$ cat src/rtl/xcvr_pkg.sv
`timescale 1ns/1ps
// Shared definitions for the registered bus transceiver.
package xcvr_pkg;
    // Which bus, if any, the transceiver is currently driving.
    typedef enum logic [1:0] {
        XC_ISOLATE = 2'd0,
        XC_A_TO_B  = 2'd1,
        XC_B_TO_A  = 2'd2
    } xc_path_e;
endpackage

$ cat src/rtl/xcvr_lane.sv
`timescale 1ns/1ps
// One transfer direction.
// It samples the select input, loads the register on a sampled rising edge,
// and chooses stored or live data for the far bus.
// Assumes that sel is synchronous to clk, or has been synchronised before it
// reaches this module.
module xcvr_lane #(
    parameter int W = 8
) (
    input  logic         clk,
    input  logic         rst_n,
    input  logic         sel,
    input  logic [W-1:0] din,
    output logic [W-1:0] dout
);
    logic         sel_q;
    logic [W-1:0] stored;
    logic         load;

    // A sampled 0-to-1 transition of sel.
    assign load = sel && !sel_q;

    // Register the select level and load the register on a rising edge.
    always_ff @(posedge clk) begin
        if (!rst_n) begin
            sel_q  <= 1'b0;
            stored <= '0;
        end else begin
            sel_q <= sel;
            if (load) begin
                stored <= din;
            end
        end
    end

    // Stored word once the select was high at the last edge, live data otherwise.
    assign dout = sel_q ? stored : din;

    AST_LOAD_TAKES_INPUT: assert property (@(posedge clk) disable iff (!rst_n)
        (sel && !sel_q) |=> (stored == $past(din)));
    AST_NO_LOAD_HOLDS: assert property (@(posedge clk) disable iff (!rst_n)
        !(sel && !sel_q) |=> $stable(stored));
endmodule

$ cat src/rtl/xcvr_gate.sv
`timescale 1ns/1ps
// Drive-enable gating.
// It decodes the output enable and the direction into one active path.
// It is purely combinational, and at most one drive flag is set.
module xcvr_gate
    import xcvr_pkg::*;
(
    input  logic oe_n,
    input  logic dir,
    output logic a_drv,
    output logic b_drv
);
    xc_path_e path;

    // Choose the active path from enable and direction.
    always_comb begin
        if (oe_n) begin
            path = XC_ISOLATE;
        end else if (dir) begin
            path = XC_A_TO_B;
        end else begin
            path = XC_B_TO_A;
        end
    end

    assign b_drv = (path == XC_A_TO_B);
    assign a_drv = (path == XC_B_TO_A);
endmodule

$ cat src/rtl/bus_xcvr_reg.sv
`timescale 1ns/1ps
// Registered bidirectional bus transceiver.
// It holds one lane per direction: lane 0 carries A to B and lane 1 carries
// B to A. A gate block produces the drive flags.
// Assumes that the pads outside this block join each value with its drive flag.
module bus_xcvr_reg #(
    parameter int W = 8
) (
    input  logic         clk,
    input  logic         rst_n,
    input  logic         oe_n,
    input  logic         dir,
    input  logic         sel_ab,
    input  logic         sel_ba,
    input  logic [W-1:0] a_in,
    input  logic [W-1:0] b_in,
    output logic [W-1:0] a_out,
    output logic         a_drv,
    output logic [W-1:0] b_out,
    output logic         b_drv
);
    localparam int LANES = 2;

    logic [W-1:0] lane_in  [LANES];
    logic [W-1:0] lane_out [LANES];
    logic         lane_sel [LANES];

    // Connect the lane inputs and outputs to the two buses.
    assign lane_in[0]  = a_in;
    assign lane_sel[0] = sel_ab;
    assign lane_in[1]  = b_in;
    assign lane_sel[1] = sel_ba;
    assign b_out = lane_out[0];
    assign a_out = lane_out[1];

    for (genvar g = 0; g < LANES; g++) begin : g_lane
        xcvr_lane #(.W(W)) u_lane (
            .clk  (clk),
            .rst_n(rst_n),
            .sel  (lane_sel[g]),
            .din  (lane_in[g]),
            .dout (lane_out[g])
        );
    end

    xcvr_gate u_gate (
        .oe_n (oe_n),
        .dir  (dir),
        .a_drv(a_drv),
        .b_drv(b_drv)
    );

    AST_DRV_EXCLUSIVE: assert property (@(posedge clk) disable iff (!rst_n)
        !(a_drv && b_drv));
    AST_ISOLATE_QUIET: assert property (@(posedge clk) disable iff (!rst_n)
        oe_n |-> (!a_drv && !b_drv));
    AST_LIVE_A2B: assert property (@(posedge clk) disable iff (!rst_n)
        !$past(sel_ab) |-> (b_out == a_in));
    AST_LIVE_B2A: assert property (@(posedge clk) disable iff (!rst_n)
        !$past(sel_ba) |-> (a_out == b_in));
endmodule

$ cat config.mk
export PLATFORM = sky130hd
export DESIGN_NAME = bus_xcvr_reg
export DESIGN_NICKNAME = d
export VERILOG_FILES = /design/src/rtl/xcvr_pkg.sv /design/src/rtl/xcvr_lane.sv /design/src/rtl/xcvr_gate.sv /design/src/rtl/bus_xcvr_reg.sv
export SDC_FILE = /design/constraint.sdc
export NUM_CORES = 1
export LEC_CHECK = 0
export BUFFER_PORTS_ARGS = -buffer_cell sky130_fd_sc_hd__buf_2
export CORE_MARGIN = 4
export CORE_UTILIZATION = 40
export CTS_CLUSTER_DIAMETER = 40
export DETAILED_ROUTE_END_ITERATION = 10
export PLACE_DENSITY = 0.72
export SLEW_MARGIN = 10
export SYNTH_ARGS = -nofsm -noshare
export SYNTH_HDL_FRONTEND = slang
export SYNTH_SLANG_ARGS = --single-unit
$ cat constraint.sdc
create_clock -name clk -period 0.8 [get_ports clk]
set_input_delay 0.12 -clock clk [delete_from_list [all_inputs] [get_ports clk]]
set_output_delay 0.12 -clock clk [all_outputs]
set_load 0.02 [all_outputs]
## Yosys cells after proc, flatten, opt, wreduce, memory -nomap -nowiden

Cells that the tools add are included.

| operators by class | value |
|---|---|
| equality and inequality tests | 2 |
| mux-type cells | 4 |
| reductions and logical operators | 4 |

Operators with widths:

| operator | number |
|---|---|
| 2-to-1 mux 8 bit | 2 |
| 2-to-1 mux 2 bit | 2 |
| == test 2 x 1 -> 1 bit, second input constant | 1 |
| == test 2 bit, second input constant | 1 |
| logical AND 1 bit | 2 |
| zero test 1 bit | 2 |

| storage, ports and cells | value |
|---|---|
| flip-flop bits (word level) | 18 |
| input port bits | 22 |
| output and inout port bits | 18 |
| logic and storage cells | 14 |

## Logic depth before layout (Yosys ltp)

Gate-level depths: netlist of the first run.

| logic depth | value |
|---|---|
| word-level depth | 3 |
| mapped depth | 4 |

## Modules after synthesis

Synthesis of the first run repeated with hierarchy kept, for this count alone.

| unflattened totals | value |
|---|---|
| cells, all modules | 96 |
| area, all modules | 948.4 µm² |

By module, submodules not included:

| module | instances | cells an instance | area an instance (µm²) |
|---|---|---|---|
| xcvr_lane | 2 | 47 | 465.4 |
| xcvr_gate | 1 | 2 | 17.5 |

## Least setup slack after synthesis of the first run

No wires, ideal clock.

| timing | value |
|---|---|
| kind | register to output |
| start | register g_lane[1].u_lane.sel_q |
| end | output port a_out[0] |
| data arrival time | 0.823 ns |
| data required time | 0.680 ns |
| setup slack | -0.143 ns |
| stages on the path, launching flop included | 3 |
| buffers on the path | 1 |
| path through | dfxtp_1 buf_6 mux2_2 |

| between the ends | value |
|---|---|
| cells in the longest elaborated chain, start to end | 1 |

RTL lines:

| what | RTL line | text |
|---|---|---|
| start: declaration | xcvr_lane.sv:16 | `logic sel_q;` |
| start signal: assignment | xcvr_lane.sv:29 | `sel_q <= sel;` |
| 2-to-1 mux 8 bit | xcvr_lane.sv:37 | `assign dout = sel_q ? stored : din;` |
| end: declaration | bus_xcvr_reg.sv:17 | `output logic [W-1:0] a_out,` |

Every way passes these cells.

## Worst setup path after layout of the first run

| timing | value |
|---|---|
| start | register g_lane[1].u_lane.sel_q |
| end | output port a_out[7] |

The elaborated chain is that of the path after synthesis.

==> reports/metrics.yaml, run 1 <==
layout:
  drive_gt1_share_pct: 51.1
  final.fill_count: 194
  area_growth_pct: 54.8
  diodes: 0
  layoutNonFillerInstCount: 167
  final_nets: 162
  final_util_pct: 65.7
  fin_area_um2: 1450
outcome:
  violations: "negative setup slack"
  outcome: "finished, violations left"
clocking:
  ctsHtreeMaxLevel: 1
  path_clk_slew_ps: 100
  cts-root-buf: "clkbuf_4"
  cts_tree: "built"
  clk_latency_ps: 280
  postCtsHoldBufs: 0
  cts_buffer_depth: 2
  cts_made_buffers: 3
  cts_sinks: 18
floorplan:
  core_region_area_um2: 2210
  io_pins: 40
  die-area_um2: 3180
  dieWidth_um: 56.4
  rows: 17
  die_h_um: 56.4
  initial_core_util_pct: 42.4
sta:
  final-setup-viol-count: 32
  slew_viol_final: 0
  fin_ws_ps: -556
  clock.fmax_mhz: 738
  tightest_slew_ps: 120
  timing.hold.ws_ps: 47.8
  final.setup_skew_ps: 1.21
  rsz0062_at_grt: "true"
  hold_viol: 0
  post-route-period-util_pct: 169
  fin_crit_ps: 1360
  slew-limit-headroom_pct: 91.7
  setup_tns_ps: -11910
place:
  place_inst: 159
  place_area_um2: 1230
  hpwl_um: 1410
  dp_slack_ps: -316
  place_congestion: 0.638
  port_buffers: 39
route:
  drt_wl_total_um: 1930
  drt_iter0_drc: 9
  drc: 0
  vias: 776
  wl_per_cell_um: 11.5
  first_pass_iters: 5
  drtAntennaViolNets: 0
  via_per_inst: 4.65
grt:
  grt_pass1_wl_um: 3120
  gr-usage-all-layers_pct: 12.0
  grt_antenna_before_repair: 0
  grt_max_degree: 35
  grt_pass1_vias: 758
  grt_overflow: 0
logic_synthesis:
  seq_area_frac_synth_pct: 38.4
  synth_area_per_cell_um2: 9.78
  synth_top_area_share_pct: 38.4
  syn-cell-area_um2: 938
  ys_top_cells_by_area: "dfxtp_1, mux2_2, mux2i_1, nand2_1, buf_6"
  synth_nets: 118
  ys_seq_elements: 18
  synth_cell_types: 11
  async_flop_share_pct: 0
  synthTopCellsByCount: "nand2_1, dfxtp_1, mux2_2, mux2i_1, buf_6"
  synth_cells: 96
  synth_top_cell_by_area: "dfxtp_1"
  ys_warn_count: 0
  synth_ff_type: "dfxtp_1"
  synth-edff-count: 0
  synth.most_common_cell: "nand2_1"
setup_path:
  start_kind: "register"
  critPathCaptureType: "output pin"
  cp.required_ps: 680
  worst-setup-path-type: "register to output pin"
  critical_path_arrival_ps: 1240
  path_max_fanout: 4
power:
  power.leakage_nw: 0.706
  finalPower_mw: 2.19
  ir_drop_mv: 1.04
  p_per_area_nw_per_um2: 1510
job:
  max_cap_viol_count: 0
min_path:
  hold_class: "input port to register"
[what timing repair did]
| item | in CTS | in global routing |
|---|---|---|
| buffers inserted | 3 | 0 |
| setup endpoints to repair | 32 | 32 |
| resized for setup | 10 | 27 |
| gates cloned | 0 | 1 |
[placed cells by master, fill, tap and decap left out, types with 2 or more instances in the layout]
master,synthesis,routed
and2_1,2,2
mux2_4,0,16
buf_6,4,18
buf_12,0,5
buf_2,3,23
mux2i_1,16,16
nor2b_4,2,2
clkbuf_4,0,3
dfxtp_1,18,16
dfxtp_4,0,2
nand2_1,32,32
[state kept, by name (all words and copies together), names as in the netlist]
register,flops
g_lane.u_lane.sel_q,2
g_lane.u_lane.stored,16
[final timing paths]
path | from | end | slack, ps | depth (start not counted)
worst min register to register | g_lane[0].u_lane.stored[6] | g_lane[0].u_lane.stored[6] | 460 | 2
worst min-delay path | sel_ba | g_lane[1].u_lane.sel_q | 50 | 2
worst max register to register | g_lane[1].u_lane.sel_q | g_lane[1].u_lane.stored[7] | -250 | 4
worst max-delay path | g_lane[1].u_lane.sel_q | a_out[7] | -560 | 3
[final cells by class]
type	instances	area, um2	area share [%]
Clock buffer	4	36.3	2.50
Multi-Input combinational cell	70	571	39.3
Sequential cell	18	368	25.3
Tap cell	28	35.0	2.41
Timing Repair Buffer	47	443	30.5
[critical path, cell delays in order, from the launching register on]
cell       delay (ps)
dfxtp_4           380
clkbuf_16         140
mux2_4            300
buf_6             130
[kinds of logic after synthesis]
kind of cell / synth area share (%)
buffers and inverters: 7.20
flip-flops: 38.4
AND/OR/NAND/NOR: 18.1
multiplexers: 36.3
[metal layers]
metal	vias to the layer above	share of wire, %	GRT usage (%)	routed length, um
met4	0	0.62	4.07	12
met3	2	5.3	2.53	102
met5	-	0	0	0
met2	21	51	20.8	992
li1	401	-	-	-
met1	352	43	14.6	820
[where the power goes]
| group | internal [mW] | total (mW) | switching, mW | leakage [nW] |
|---|---|---|---|---|
| logic | 0.392 | 0.672 | 0.280 | 0.536 |
| clock network | 0.277 | 0.540 | 0.264 | 0.0210 |
| registers | 0.949 | 0.982 | 0.0331 | 0.149 |
No activity file was read; power rests on OpenSTA's default activity.
==> run 2, diff against run 1 <==
--- a/config.mk
+++ b/config.mk
@@ -11,6 +11,7 @@
 export CTS_CLUSTER_DIAMETER = 40
 export DETAILED_ROUTE_END_ITERATION = 10
 export PLACE_DENSITY = 0.72
+export REMOVE_ABC_BUFFERS = 1
 export SLEW_MARGIN = 10
 export SYNTH_ARGS = -nofsm -noshare
 export SYNTH_HDL_FRONTEND = slang
==> run 2 against run 1 <==
- the flow still finishes with violations (negative setup slack)
- die area did not move
- clock skew rose by 4.0 ps
- register-to-register slack got worse by 120 ps
- cell count rose by 3.6%
- highest routed layer is now met3
==> reports/metrics.yaml, run 2 (synthesized netlist as in run 1, its figures left out) <==
power:
  p_sw_share_pct: 26.9  # was 26.3%
  p_int_mw: 1.62  # about the same
  p_seq_share_pct: 44.3  # was 44.8%
  power.leakage_nw: 0.726  # was 0.706 nW
  ir_drop_mv: 1.49  # was 1.04 mV
  clkPwrFrac_pct: 24.7  # was 24.6%
  p_per_area_nw_per_um2: 1510  # about the same
  switchingPower_mw: 0.598  # was 0.577 mW
  comb_power_share_pct: 31.0  # was 30.6%
job:
  max_cap_viol_count: 0  # unchanged
route:
  drc: 0  # unchanged
  first_pass_iters: 3  # was 5
  drt_wl_total_um: 2250  # was 1930 um
  top_layer: "met3"  # was met4
  wl_per_cell_um: 13.0  # was 11.5 um
  drt-met1-wl_um: 849  # was 820 um
  met2WireLength_um: 1260  # was 992 um
  drtAntennaViolNets: 0  # unchanged
  drt_iter0_drc: 26  # was 9
  vias: 826  # was 776
  dr_wl_met3_um: 145  # was 102 um
  via_per_inst: 4.77  # was 4.65
grt:
  grt_max_degree: 35  # unchanged
  gr-usage-all-layers_pct: 15.4  # was 12.0%
  grt_pass1_vias: 937  # was 758
  grt_pass1_wl_um: 3950  # was 3120 um
  grt_antenna_before_repair: 0  # unchanged
  grt_overflow: 0  # unchanged
setup_path:
  cp_slowest_stage_delay_ps: 380  # about the same
  critical_path_arrival_ps: 1230  # was 1240 ps
  cp_slowest_cell: "dfxtp_4"  # unchanged
  critPathLaunch: "g_lane[1].u_lane.sel_q"  # unchanged
  crit_path_frequent_cell: "buf_6"
  reg2reg_setup_slack_ps: -370  # was -250 ps
  cp.required_ps: 680  # about the same
  worst-setup-path-type: "register to output pin"  # unchanged
  rr_endpoint: "g_lane[0].u_lane.stored[4]"  # was g_lane[1].u_lane.stored[7]
  start_kind: "register"  # unchanged
  path_max_fanout: 4  # unchanged
  r2r-start: "g_lane[0].u_lane.sel_q"  # was g_lane[1].u_lane.sel_q
  r2r.worst_path.cells: 5  # was 4
  critical_path.endpoint: "a_out[0]"  # was a_out[7]
  critPathCaptureType: "output pin"  # unchanged
  cp_cell_sequence: "buf_6 -> mux2_4 -> buf_6"  # was clkbuf_16 -> mux2_4 -> buf_6
sta:
  fin_ws_ps: -546  # was -556 ps
  fin_crit_ps: 1350  # was 1360 ps
  slew-limit-headroom_pct: 87.9  # was 91.7%
  rsz0062_at_grt: "true"  # unchanged
  tightest_slew_ps: 182  # was 120 ps
  final.setup_skew_ps: 5.17  # was 1.21 ps
  setup_tns_ps: -12870  # was -11910 ps
  clock.fmax_mhz: 743  # was 738 MHz
  slew_viol_final: 0  # unchanged
  final-setup-viol-count: 32  # unchanged
  hold_viol: 0  # unchanged
  post-route-period-util_pct: 168  # was 169%
clocking:
  cts_sinks: 18  # unchanged
  cts-root-buf: "clkbuf_4"  # unchanged
  ctsHtreeMaxLevel: 1  # unchanged
  cts_buffer_depth: 2  # unchanged
  cts_tree: "built"  # unchanged
  path_clk_slew_ps: 100  # about the same
  cts_made_buffers: 3  # unchanged
  clk_latency_ps: 290  # was 280 ps
floorplan:
  dieWidth_um: 56.4  # unchanged
  die-area_um2: 3180  # unchanged
  die_h_um: 56.4  # unchanged
  core_region_area_um2: 2210  # unchanged
  io_pins: 40  # unchanged
  rows: 17  # unchanged
  initial_core_util_pct: 42.4  # unchanged
outcome:
  outcome: "finished, violations left"  # unchanged
  violations: "negative setup slack"  # unchanged
place:
  place_congestion: 0.729  # was 0.638
  hpwl_um: 1570  # was 1410 um
  dp_slack_ps: -280  # was -316 ps
  port_buffers: 39  # unchanged
min_path:
  hold_class: "input port to register"  # unchanged
layout:
  largest_reg_flops: 16  # unchanged
  final.fill_count: 192  # was 194
  area_growth_pct: 56.8  # was 54.8%
  final_nets: 168  # was 162
  final_common_cell: "nand2_1"  # unchanged
  layout_common_cells: "nand2_1, buf_6, buf_2"  # was nand2_1, buf_2, buf_6
  reg_top3: "g_lane.u_lane.stored: 16 flops, g_lane.u_lane.sel_q: 2 flops"  # unchanged
  regMostFlops: "g_lane.u_lane.stored"  # unchanged
  diodes: 0  # unchanged
  drive_gt1_share_pct: 53.1  # was 51.1%
[run 2: cell count changes in the layout (fill, tap and decap cells not counted)]
cell,delta
buf_6,+11
clkbuf_16,-1
buf_12,-4
[run 2: metal layers]
layer / up-vias / GRT usage [%]
met4: 0 / 3.05
met2: 27 / 28.4
met5: - / 0
met3: 0 / 4.60
li1: 416 / -
met1: 383 / 17.2
[run 2: worst max-delay path: cells and delay by family, from the launching register on]
family	cells	cell delay, ps
DFF	1	380
muxes	1	300
buffers and inverters	2	250
[run 2: per-stage QoR]
step | total power [mW] | util [%] | cell area (um2) | instances | hold slack [ps]
floorplan | 1.28 | - | 871 | 88 | 242
global placement | 1.48 | 53.4 | 1180 | 164 | 343
detailed placement | 1.50 | 53.4 | 1180 | 164 | 343
CTS | 2.24 | 66.3 | 1470 | 173 | 42.5
global route | 2.36 | 66.5 | 1470 | 173 | 29.2
finish | 2.22 | 66.5 | 1470 | 173 | 51.0
[run 2: cell type report]
cell class,count,area [um2],area share [%]
Sequential cell,18,368,25.0
Multi-Input combinational cell,70,571,38.8
Timing Repair Buffer,53,462,31.4
Clock buffer,4,36.3,2.47
Tap cell,28,35.0,2.38
[run 2: power groups by stage]
stage | registers, mW | clock network (mW) | logic, mW
global placement | 0.997 | 0 | 0.484
global route | 0.992 | 0.629 | 0.737
CTS | 0.986 | 0.563 | 0.688
finish | 0.984 | 0.549 | 0.687
detailed placement | 0.999 | 0 | 0.499
floorplan | 1.00 | 0 | 0.275
[run 2: worst min-delay path by stage]
stage                     startpoint                      to  depth (start not counted)
final                         sel_ba  g_lane[1].u_lane.sel_q                          2
after global placement        sel_ab  g_lane[0].u_lane.sel_q                          2
after detailed placement      sel_ab  g_lane[0].u_lane.sel_q                          2
after floorplan               sel_ab  g_lane[0].u_lane.sel_q                          1
after CTS                     sel_ab  g_lane[0].u_lane.sel_q                          2
after global routing          sel_ba  g_lane[1].u_lane.sel_q                          2
[run 2: timing repair]
action | in CTS | in global routing
hold buffers | 0 | 0
buffers inserted | 5 | 0
endpoints found under the setup margin | 32 | 32
gates resized for setup | 63 | 2
